==> src/rtl/pt_walk_pkg.sv <==
package pt_walk_pkg;
  typedef enum logic [1:0] {
    WS_IDLE = 2'd0,
    WS_TOP  = 2'd1,
    WS_LEAF = 2'd2,
    WS_DONE = 2'd3
  } walk_state_e;

  localparam logic [1:0] CM_UNCACHED = 2'd1;
  localparam logic [1:0] CM_WBACK    = 2'd2;
  localparam logic [1:0] CM_WTHRU    = 2'd3;
  localparam logic [1:0] CM_DEFAULT  = CM_WBACK;

  // entry word bit positions
  localparam int VLD_BIT    = 0;
  localparam int PROT_LSB   = 1;
  localparam int CACHE_LSB  = 3;
  localparam int DIRTY_BIT  = 5;
  localparam int SHARED_BIT = 6;
endpackage

==> src/rtl/pt_addr_gen.sv <==
module pt_addr_gen #(
  parameter int ADDR_W   = 32,
  parameter int TOP_BITS = 10,
  parameter int BOT_BITS = 9,
  parameter int OFF_BITS = 12,
  localparam int VA_W    = TOP_BITS + BOT_BITS + OFF_BITS
) (
  input  logic [VA_W-1:0]   vaddr_i,
  input  logic [ADDR_W-1:2] base_i,
  input  logic [ADDR_W-1:0] sub_base_i,
  input  logic              sel_leaf_i,
  output logic [ADDR_W-1:0] addr_o
);
  logic [TOP_BITS-1:0] top_idx;
  logic [BOT_BITS-1:0] bot_idx;
  logic [ADDR_W-1:0]   top_addr, leaf_addr;
  logic [OFF_BITS-1:0] unused_off;

  assign top_idx    = vaddr_i[VA_W-1 -: TOP_BITS];
  assign bot_idx    = vaddr_i[OFF_BITS +: BOT_BITS];
  assign unused_off = vaddr_i[OFF_BITS-1:0];

  // entries are 4-byte words
  assign top_addr  = {base_i, 2'b00} + ADDR_W'({top_idx, 2'b00});
  assign leaf_addr = sub_base_i + ADDR_W'({bot_idx, 2'b00});
  assign addr_o    = sel_leaf_i ? leaf_addr : top_addr;
endmodule

==> src/rtl/pt_entry_dec.sv <==
module pt_entry_dec
  import pt_walk_pkg::*;
#(
  parameter int ADDR_W   = 32,
  parameter int BOT_BITS = 9,
  parameter int OFF_BITS = 12,
  localparam int PPN_W   = ADDR_W - OFF_BITS,
  localparam int SUB_AL  = BOT_BITS + 2
) (
  input  logic [ADDR_W-1:0] word_i,
  output logic              valid_o,
  output logic [ADDR_W-1:0] sub_base_o,
  output logic [PPN_W-1:0]  ppn_o,
  output logic [1:0]        prot_o,
  output logic [1:0]        cache_o,
  output logic              dirty_o,
  output logic              shared_o
);
  logic [1:0] cache_raw;
  logic [SUB_AL-SHARED_BIT-2:0] unused_bits;

  assign valid_o    = word_i[VLD_BIT];
  // sub-table is aligned to its own size
  assign sub_base_o = {word_i[ADDR_W-1:SUB_AL], {SUB_AL{1'b0}}};
  assign ppn_o      = word_i[ADDR_W-1:OFF_BITS];
  assign prot_o     = word_i[PROT_LSB +: 2];
  assign cache_raw  = word_i[CACHE_LSB +: 2];
  assign cache_o    = (cache_raw == 2'd0) ? CM_DEFAULT : cache_raw;
  assign dirty_o    = word_i[DIRTY_BIT];
  assign shared_o   = word_i[SHARED_BIT];
  assign unused_bits = word_i[SUB_AL-1:SHARED_BIT+1];
endmodule

==> src/rtl/pt_walk_fsm.sv <==
module pt_walk_fsm
  import pt_walk_pkg::*;
(
  input  logic        clk_i,
  input  logic        rst_ni,
  input  logic        req_i,
  input  logic        mem_rvalid_i,
  input  logic        top_valid_i,
  output walk_state_e state_o,
  output logic        mem_req_o,
  output logic        accept_o,
  output logic        ld_top_o,
  output logic        ld_leaf_o,
  output logic        top_fault_o
);
  walk_state_e state_q, state_d;
  logic        issued_q;

  wire in_read = (state_q == WS_TOP) || (state_q == WS_LEAF);

  assign state_o     = state_q;
  assign mem_req_o   = in_read && !issued_q;
  assign accept_o    = (state_q == WS_IDLE) && req_i;
  assign ld_top_o    = (state_q == WS_TOP) && mem_rvalid_i && top_valid_i;
  assign top_fault_o = (state_q == WS_TOP) && mem_rvalid_i && !top_valid_i;
  assign ld_leaf_o   = (state_q == WS_LEAF) && mem_rvalid_i;

  always_comb begin
    state_d = state_q;
    unique case (state_q)
      WS_IDLE: if (req_i) state_d = WS_TOP;
      WS_TOP: begin
        if (ld_top_o)         state_d = WS_LEAF;
        else if (top_fault_o) state_d = WS_DONE;
      end
      WS_LEAF: if (ld_leaf_o) state_d = WS_DONE;
      WS_DONE: state_d = WS_IDLE;
      default: state_d = WS_IDLE;
    endcase
  end

  always_ff @(posedge clk_i or negedge rst_ni) begin
    if (!rst_ni) begin
      state_q  <= WS_IDLE;
      issued_q <= 1'b0;
    end else begin
      state_q <= state_d;
      if (!in_read || mem_rvalid_i) issued_q <= 1'b0;
      else if (mem_req_o)           issued_q <= 1'b1;
    end
  end

  // independent outstanding-read tracker
  logic pend_q;
  always_ff @(posedge clk_i or negedge rst_ni) begin
    if (!rst_ni)                        pend_q <= 1'b0;
    else if (mem_rvalid_i)              pend_q <= 1'b0;
    else if (mem_req_o)                 pend_q <= 1'b1;
  end

  a_r11_single_outstanding: assert property (@(posedge clk_i) disable iff (!rst_ni)
    pend_q |-> !mem_req_o);
  a_r9_done_one_cycle: assert property (@(posedge clk_i) disable iff (!rst_ni)
    (state_q == WS_DONE) |=> (state_q == WS_IDLE));
  a_r3_fault_skips_leaf: assert property (@(posedge clk_i) disable iff (!rst_ni)
    top_fault_o |=> (state_q == WS_DONE) && !mem_req_o);
endmodule

==> src/rtl/pt_walker.sv <==
module pt_walker
  import pt_walk_pkg::*;
#(
  parameter int ADDR_W   = 32,
  parameter int TOP_BITS = 10,
  parameter int BOT_BITS = 9,
  parameter int OFF_BITS = 12,
  localparam int VA_W    = TOP_BITS + BOT_BITS + OFF_BITS,
  localparam int PPN_W   = ADDR_W - OFF_BITS
) (
  input  logic              clk_i,
  input  logic              rst_ni,
  input  logic              req_i,
  input  logic [VA_W-1:0]   vaddr_i,
  input  logic [ADDR_W-1:0] base_i,
  output logic              ready_o,
  output logic              mem_req_o,
  output logic [ADDR_W-1:0] mem_addr_o,
  input  logic              mem_rvalid_i,
  input  logic [ADDR_W-1:0] mem_rdata_i,
  output logic              rsp_valid_o,
  output logic              fault_o,
  output logic [ADDR_W-1:0] paddr_o,
  output logic [1:0]        prot_o,
  output logic [1:0]        cache_o,
  output logic              dirty_o,
  output logic              shared_o
);
  walk_state_e state;
  logic accept, ld_top, ld_leaf, top_fault;

  logic [VA_W-1:0]   vaddr_q;
  logic [ADDR_W-1:2] base_q;
  logic [ADDR_W-1:0] sub_base_q;
  logic [1:0]        unused_base;

  logic              dec_valid, dec_dirty, dec_shared;
  logic [ADDR_W-1:0] dec_sub_base;
  logic [PPN_W-1:0]  dec_ppn;
  logic [1:0]        dec_prot, dec_cache;

  logic              fault_q, dirty_q, shared_q;
  logic [PPN_W-1:0]  ppn_q;
  logic [1:0]        prot_q, cache_q;

  assign unused_base = base_i[1:0];

  pt_walk_fsm u_fsm (
    .clk_i        (clk_i),
    .rst_ni       (rst_ni),
    .req_i        (req_i),
    .mem_rvalid_i (mem_rvalid_i),
    .top_valid_i  (dec_valid),
    .state_o      (state),
    .mem_req_o    (mem_req_o),
    .accept_o     (accept),
    .ld_top_o     (ld_top),
    .ld_leaf_o    (ld_leaf),
    .top_fault_o  (top_fault)
  );

  pt_addr_gen #(
    .ADDR_W(ADDR_W), .TOP_BITS(TOP_BITS), .BOT_BITS(BOT_BITS), .OFF_BITS(OFF_BITS)
  ) u_addr (
    .vaddr_i    (vaddr_q),
    .base_i     (base_q),
    .sub_base_i (sub_base_q),
    .sel_leaf_i (state == WS_LEAF),
    .addr_o     (mem_addr_o)
  );

  pt_entry_dec #(
    .ADDR_W(ADDR_W), .BOT_BITS(BOT_BITS), .OFF_BITS(OFF_BITS)
  ) u_dec (
    .word_i     (mem_rdata_i),
    .valid_o    (dec_valid),
    .sub_base_o (dec_sub_base),
    .ppn_o      (dec_ppn),
    .prot_o     (dec_prot),
    .cache_o    (dec_cache),
    .dirty_o    (dec_dirty),
    .shared_o   (dec_shared)
  );

  always_ff @(posedge clk_i or negedge rst_ni) begin
    if (!rst_ni) begin
      vaddr_q    <= '0;
      base_q     <= '0;
      sub_base_q <= '0;
    end else begin
      if (accept) begin
        vaddr_q <= vaddr_i;
        base_q  <= base_i[ADDR_W-1:2];
      end
      if (ld_top) sub_base_q <= dec_sub_base;
    end
  end

  always_ff @(posedge clk_i or negedge rst_ni) begin
    if (!rst_ni) begin
      fault_q  <= 1'b0;
      ppn_q    <= '0;
      prot_q   <= '0;
      cache_q  <= '0;
      dirty_q  <= 1'b0;
      shared_q <= 1'b0;
    end else if (top_fault || (ld_leaf && !dec_valid)) begin
      fault_q  <= 1'b1;
      ppn_q    <= '0;
      prot_q   <= '0;
      cache_q  <= '0;
      dirty_q  <= 1'b0;
      shared_q <= 1'b0;
    end else if (ld_leaf) begin
      fault_q  <= 1'b0;
      ppn_q    <= dec_ppn;
      prot_q   <= dec_prot;
      cache_q  <= dec_cache;
      dirty_q  <= dec_dirty;
      shared_q <= dec_shared;
    end
  end

  assign ready_o     = (state == WS_IDLE);
  assign rsp_valid_o = (state == WS_DONE);
  assign fault_o     = fault_q;
  assign paddr_o     = fault_q ? '0 : {ppn_q, vaddr_q[OFF_BITS-1:0]};
  assign prot_o      = prot_q;
  assign cache_o     = cache_q;
  assign dirty_o     = dirty_q;
  assign shared_o    = shared_q;

  a_r1_idle_quiet: assert property (@(posedge clk_i) disable iff (!rst_ni)
    ready_o |-> !mem_req_o && !rsp_valid_o);
  a_r8_fault_zero: assert property (@(posedge clk_i) disable iff (!rst_ni)
    (rsp_valid_o && fault_o) |-> (paddr_o == '0) && (cache_o == 2'd0) && (prot_o == 2'd0));
  a_r7_cache_nonzero: assert property (@(posedge clk_i) disable iff (!rst_ni)
    (rsp_valid_o && !fault_o) |-> (cache_o != 2'd0));
  a_r9_strobe_single: assert property (@(posedge clk_i) disable iff (!rst_ni)
    rsp_valid_o |=> !rsp_valid_o);
endmodule

==> config.mk <==
export PLATFORM = sky130hd
export DESIGN_NAME = pt_walker
export DESIGN_NICKNAME = d
export VERILOG_FILES = /design/src/rtl/pt_walk_pkg.sv /design/src/rtl/pt_addr_gen.sv /design/src/rtl/pt_entry_dec.sv /design/src/rtl/pt_walk_fsm.sv /design/src/rtl/pt_walker.sv
export SDC_FILE = /design/constraint.sdc
export NUM_CORES = 1
export LEC_CHECK = 0
export ABC_AREA = 1
export CORE_ASPECT_RATIO = 0.7
export CORE_MARGIN = 1
export CORE_UTILIZATION = 30
export CTS_CLUSTER_DIAMETER = 100
export DETAILED_ROUTE_END_ITERATION = 12
export DONT_BUFFER_PORTS = 1
export SLEW_MARGIN = 10
export SYNTH_ARGS = -nofsm -noshare
export SYNTH_HDL_FRONTEND = slang
export SYNTH_SLANG_ARGS = --single-unit
==> constraint.sdc <==
create_clock -name clk_i -period 3.04 [get_ports clk_i]
set_clock_uncertainty 0.05 [all_clocks]
set_input_delay 0.456 -clock clk_i [delete_from_list [all_inputs] [get_ports clk_i]]
set_output_delay 0.456 -clock clk_i [all_outputs]
set_load 0.02 [all_outputs]
==> results.json <==
{
  "netlist_area_um2": 6240,
  "grt_usage": 0.161,
  "syn_avg_cell_area_um2": 8.00,
  "ir_drop_mv": 0.820,
  "synthFlopType": "dfrtp_1",
  "h-tree-depth": 3,
  "ctsLongestPathBuffers": 2,
  "power_uw": 9040,
  "antenna_found_initial": 1,
  "slew_violations": 0,
  "utilization": 0.342,
  "cp.required_ns": 2.53,
  "root_buffer": "clkbuf_16",
  "yosysTopAreaCell": "dfrtp_1",
  "num_rows": 43,
  "synthArstFlopShare": 1.00,
  "layout.nets": 888,
  "die_h_um": 123,
  "relSlewSlack": 0.666,
  "clock_latency_ns": 0.36,
  "antenna_cells": 0,
  "fin_setup_tns_ns": 0,
  "violations": "hold timing",
  "cts_buffers": 9,
  "p_leak_uw": 0.00345,
  "finalHoldViolCount": 112,
  "cp_common_cell": "nand2_1",
  "io_pins": 173,
  "worst-path-max-fanout": 7,
  "drtPass1Iterations": 4,
  "overflow": 0,
  "cts_tree": "done",
  "cp-end-kind": "output pin",
  "synthTopCellsByCount": "nand2_1 (183), inv_1 (113), dfrtp_1 (112)",
  "finalSetupViolCount": 0,
  "via_per_inst": 4.68,
  "routed_wl_mm": 16.7,
  "whs_ns": -0.256,
  "synth_area_leaders": "dfrtp_1 (45%), nand2_1 (11%), mux2_2 (10%)",
  "critPathLaunchType": "flop",
  "min_path_type": "input pin to async pin",
  "syn_inst": 781,
  "r2r_cells": 8,
  "grt_max_degree": 113,
  "synth_most_common_cell": "nand2_1",
  "tightest_slew_ns": 0.496,
  "initial_utilization": 0.310,
  "grt_pass1_vias": 4548,
  "cts_setup_buffers": 0,
  "status": "complete, but fails checks",
  "finalCritPeriodShare": 0.929,
  "rsz0062_at_grt": "no",
  "yosysWarnings": 0,
  "vias": 4908,
  "cp_data_arrival_time_ns": 2.32,
  "cp_slowest_cell": "ha_1",
  "cap_violations": 0,
  "gp_congestion": 0.886,
  "area_growth_syn_to_layout_pct": 10.2,
  "max_freq_mhz": 354,
  "clock-sinks": 112,
  "portBuffers": 0,
  "crit_chain": "ha_1 > nand2_1 > nand2_1 > nand2_1 > nand3_1 > nand2_1 > nand2_2 > or2_1 > nand3_1 > nand2_1",
  "dieArea_um2": 21400,
  "period_needed_ns": 2.83,
  "synth_edf_count": 0,
  "dpl.hpwl_mm": 12.7,
  "synth.distinct_cells": 37,
  "core_um2": 20100,
  "grt_first_pass_wirelength_mm": 26.0,
  "cts.clk_slew.worst_paths_ns": 0.07,
  "route.detailed.drc": 0,
  "max_stage_delay_ns": 0.39,
  "die_x_um": 174,
  "layout-drive-gt1-share": 0.157,
  "nFillCells": 2164,
  "path_class": "flop to output pin",
  "synth_top_area_share": 0.449,
  "synth_seq_cells": 112,
  "wire_per_inst_um": 15.9,
  "drtAntennaViolNets": 0,
  "p_per_area_nw_per_um2": 1310,
  "dr.first_iter.drc_count": 385,
  "seq_area_frac_synth": 0.449
}
==> area by class of cell <==
type | count | area (µm²) | share of cell area
Timing Repair Buffer | 11 | 95.1 | 0.0138
Inverter | 115 | 435 | 0.0632
Multi-Input combinational cell | 525 | 2920 | 0.424
Tap cell | 270 | 338 | 0.0491
Sequential cell | 112 | 2800 | 0.407
Clock inverter | 3 | 25.0 | 0.00364
Clock buffer | 13 | 270 | 0.0393
==> routing by layer <==
metal  track usage  wire (µm)  up-vias
li1              -          -     2436
met1         0.236       8410     2285
met2         0.216       6420      181
met3        0.0675       1770        6
met4        0.0280         75        0
met5             0          0        -
==> worst paths after layout <==
path | from | to | slack (ns)
min in group clk_i | mem_rvalid_i | u_fsm.issued_q$_DFFE_PN0P_ | 0.10
setup / recovery | base_q[4]$_DFFE_PN0P_ | mem_addr_o[15] | 0.21
hold / removal | rst_ni | vaddr_q[7]$_DFFE_PN0P_ | -0.26
hold reg to reg | sub_base_q[19]$_DFFE_PN0P_ | sub_base_q[19]$_DFFE_PN0P_ | 0.46
max in group asynchronous | rst_ni | base_q[2]$_DFFE_PN0P_ | 2.98
setup reg to reg | u_fsm.state_o[0]$_DFFE_PN0P_ | cache_o[1]$_DFFE_PN0P_ | 0.66
==> worst max-delay path: cells and delay by family (launching register included) <==
| family | cells | cell delay [ns] |
|---|---|---|
| adders and majority gates | 1 | 0.39 |
| DFF | 1 | 0.38 |
| and+or+nand+nor | 9 | 1.21 |
==> cell families (layout without fill, tap and decap cells) <==
family	count (synthesis)	in the layout	synth area share
AO/OA/AOI/OAI	88	88	0.0729
XOR/XNOR	2	2	0.00281
adder cells (fa/ha/maj)	15	15	0.0313
buffers and inverters	145	142	0.0924
flip-flops	112	112	0.449
multiplexers	57	57	0.103
other	1	2	0.000601
AND/OR/NAND/NOR	361	361	0.248
==> metrics by stage <==
| step | area [µm²] | setup slack, ns | cells |
|---|---|---|---|
| finish | 6880 | 0.215 | 1049 |
| global route | 6880 | 0.000304 | 1049 |
| global placement | 6540 | 0.386 | 1033 |
| detailed placement | 6540 | 0.357 | 1033 |
| floorplan | 6250 | 0.662 | 782 |
| CTS | 6850 | 0.0179 | 1049 |
==> power breakdown <==
group          total (µW)  switching, µW  internal (µW)
Sequential           2720            494           2230
Combinational        5130           3530           1610
Clock                1180            551            628
Total                9040           4570           4460
==> sequential cells by signal, indices dropped and copies added, names as in the netlist <==
register        flops
prot_o              2
ppn_q              20
u_fsm.issued_q      1
shared_o            1
u_fsm.state_o       2
vaddr_q            31
dirty_o             1
sub_base_q         21
cache_o             2
base_q             30
fault_o             1
==> timing repair <==
action	CTS	global route
endpoints found under the hold margin	112	112
resized for setup	3	11
gates cloned	0	0
endpoints found under the setup margin	3	16
pin swaps	0	2
==> placed cells by master, fill, tap and decap left out, types with 2 or more instances in the layout <==
master and count:
a21oi_1 49, nor3_2 4, inv_1 113, or2_1 3, nand3_2 6, and2_1 2
dfrtp_1 112, clkbuf_16 9, a21oi_2 2, or2_2 4, clkinv_4 2, xnor2_1 2
conb_1 2, nand2_2 10, nand2_1 177, o21ai_0 32, nor2_2 4, o21ai_1 2
buf_4 10, nand3b_1 3, ha_1 12, mux2_2 57, nor2_1 93, ha_2 2
nand4_1 4, clkbuf_8 3, nand3_1 46, clkinvlp_4 2
No activity file was read; power rests on OpenSTA's default activity.
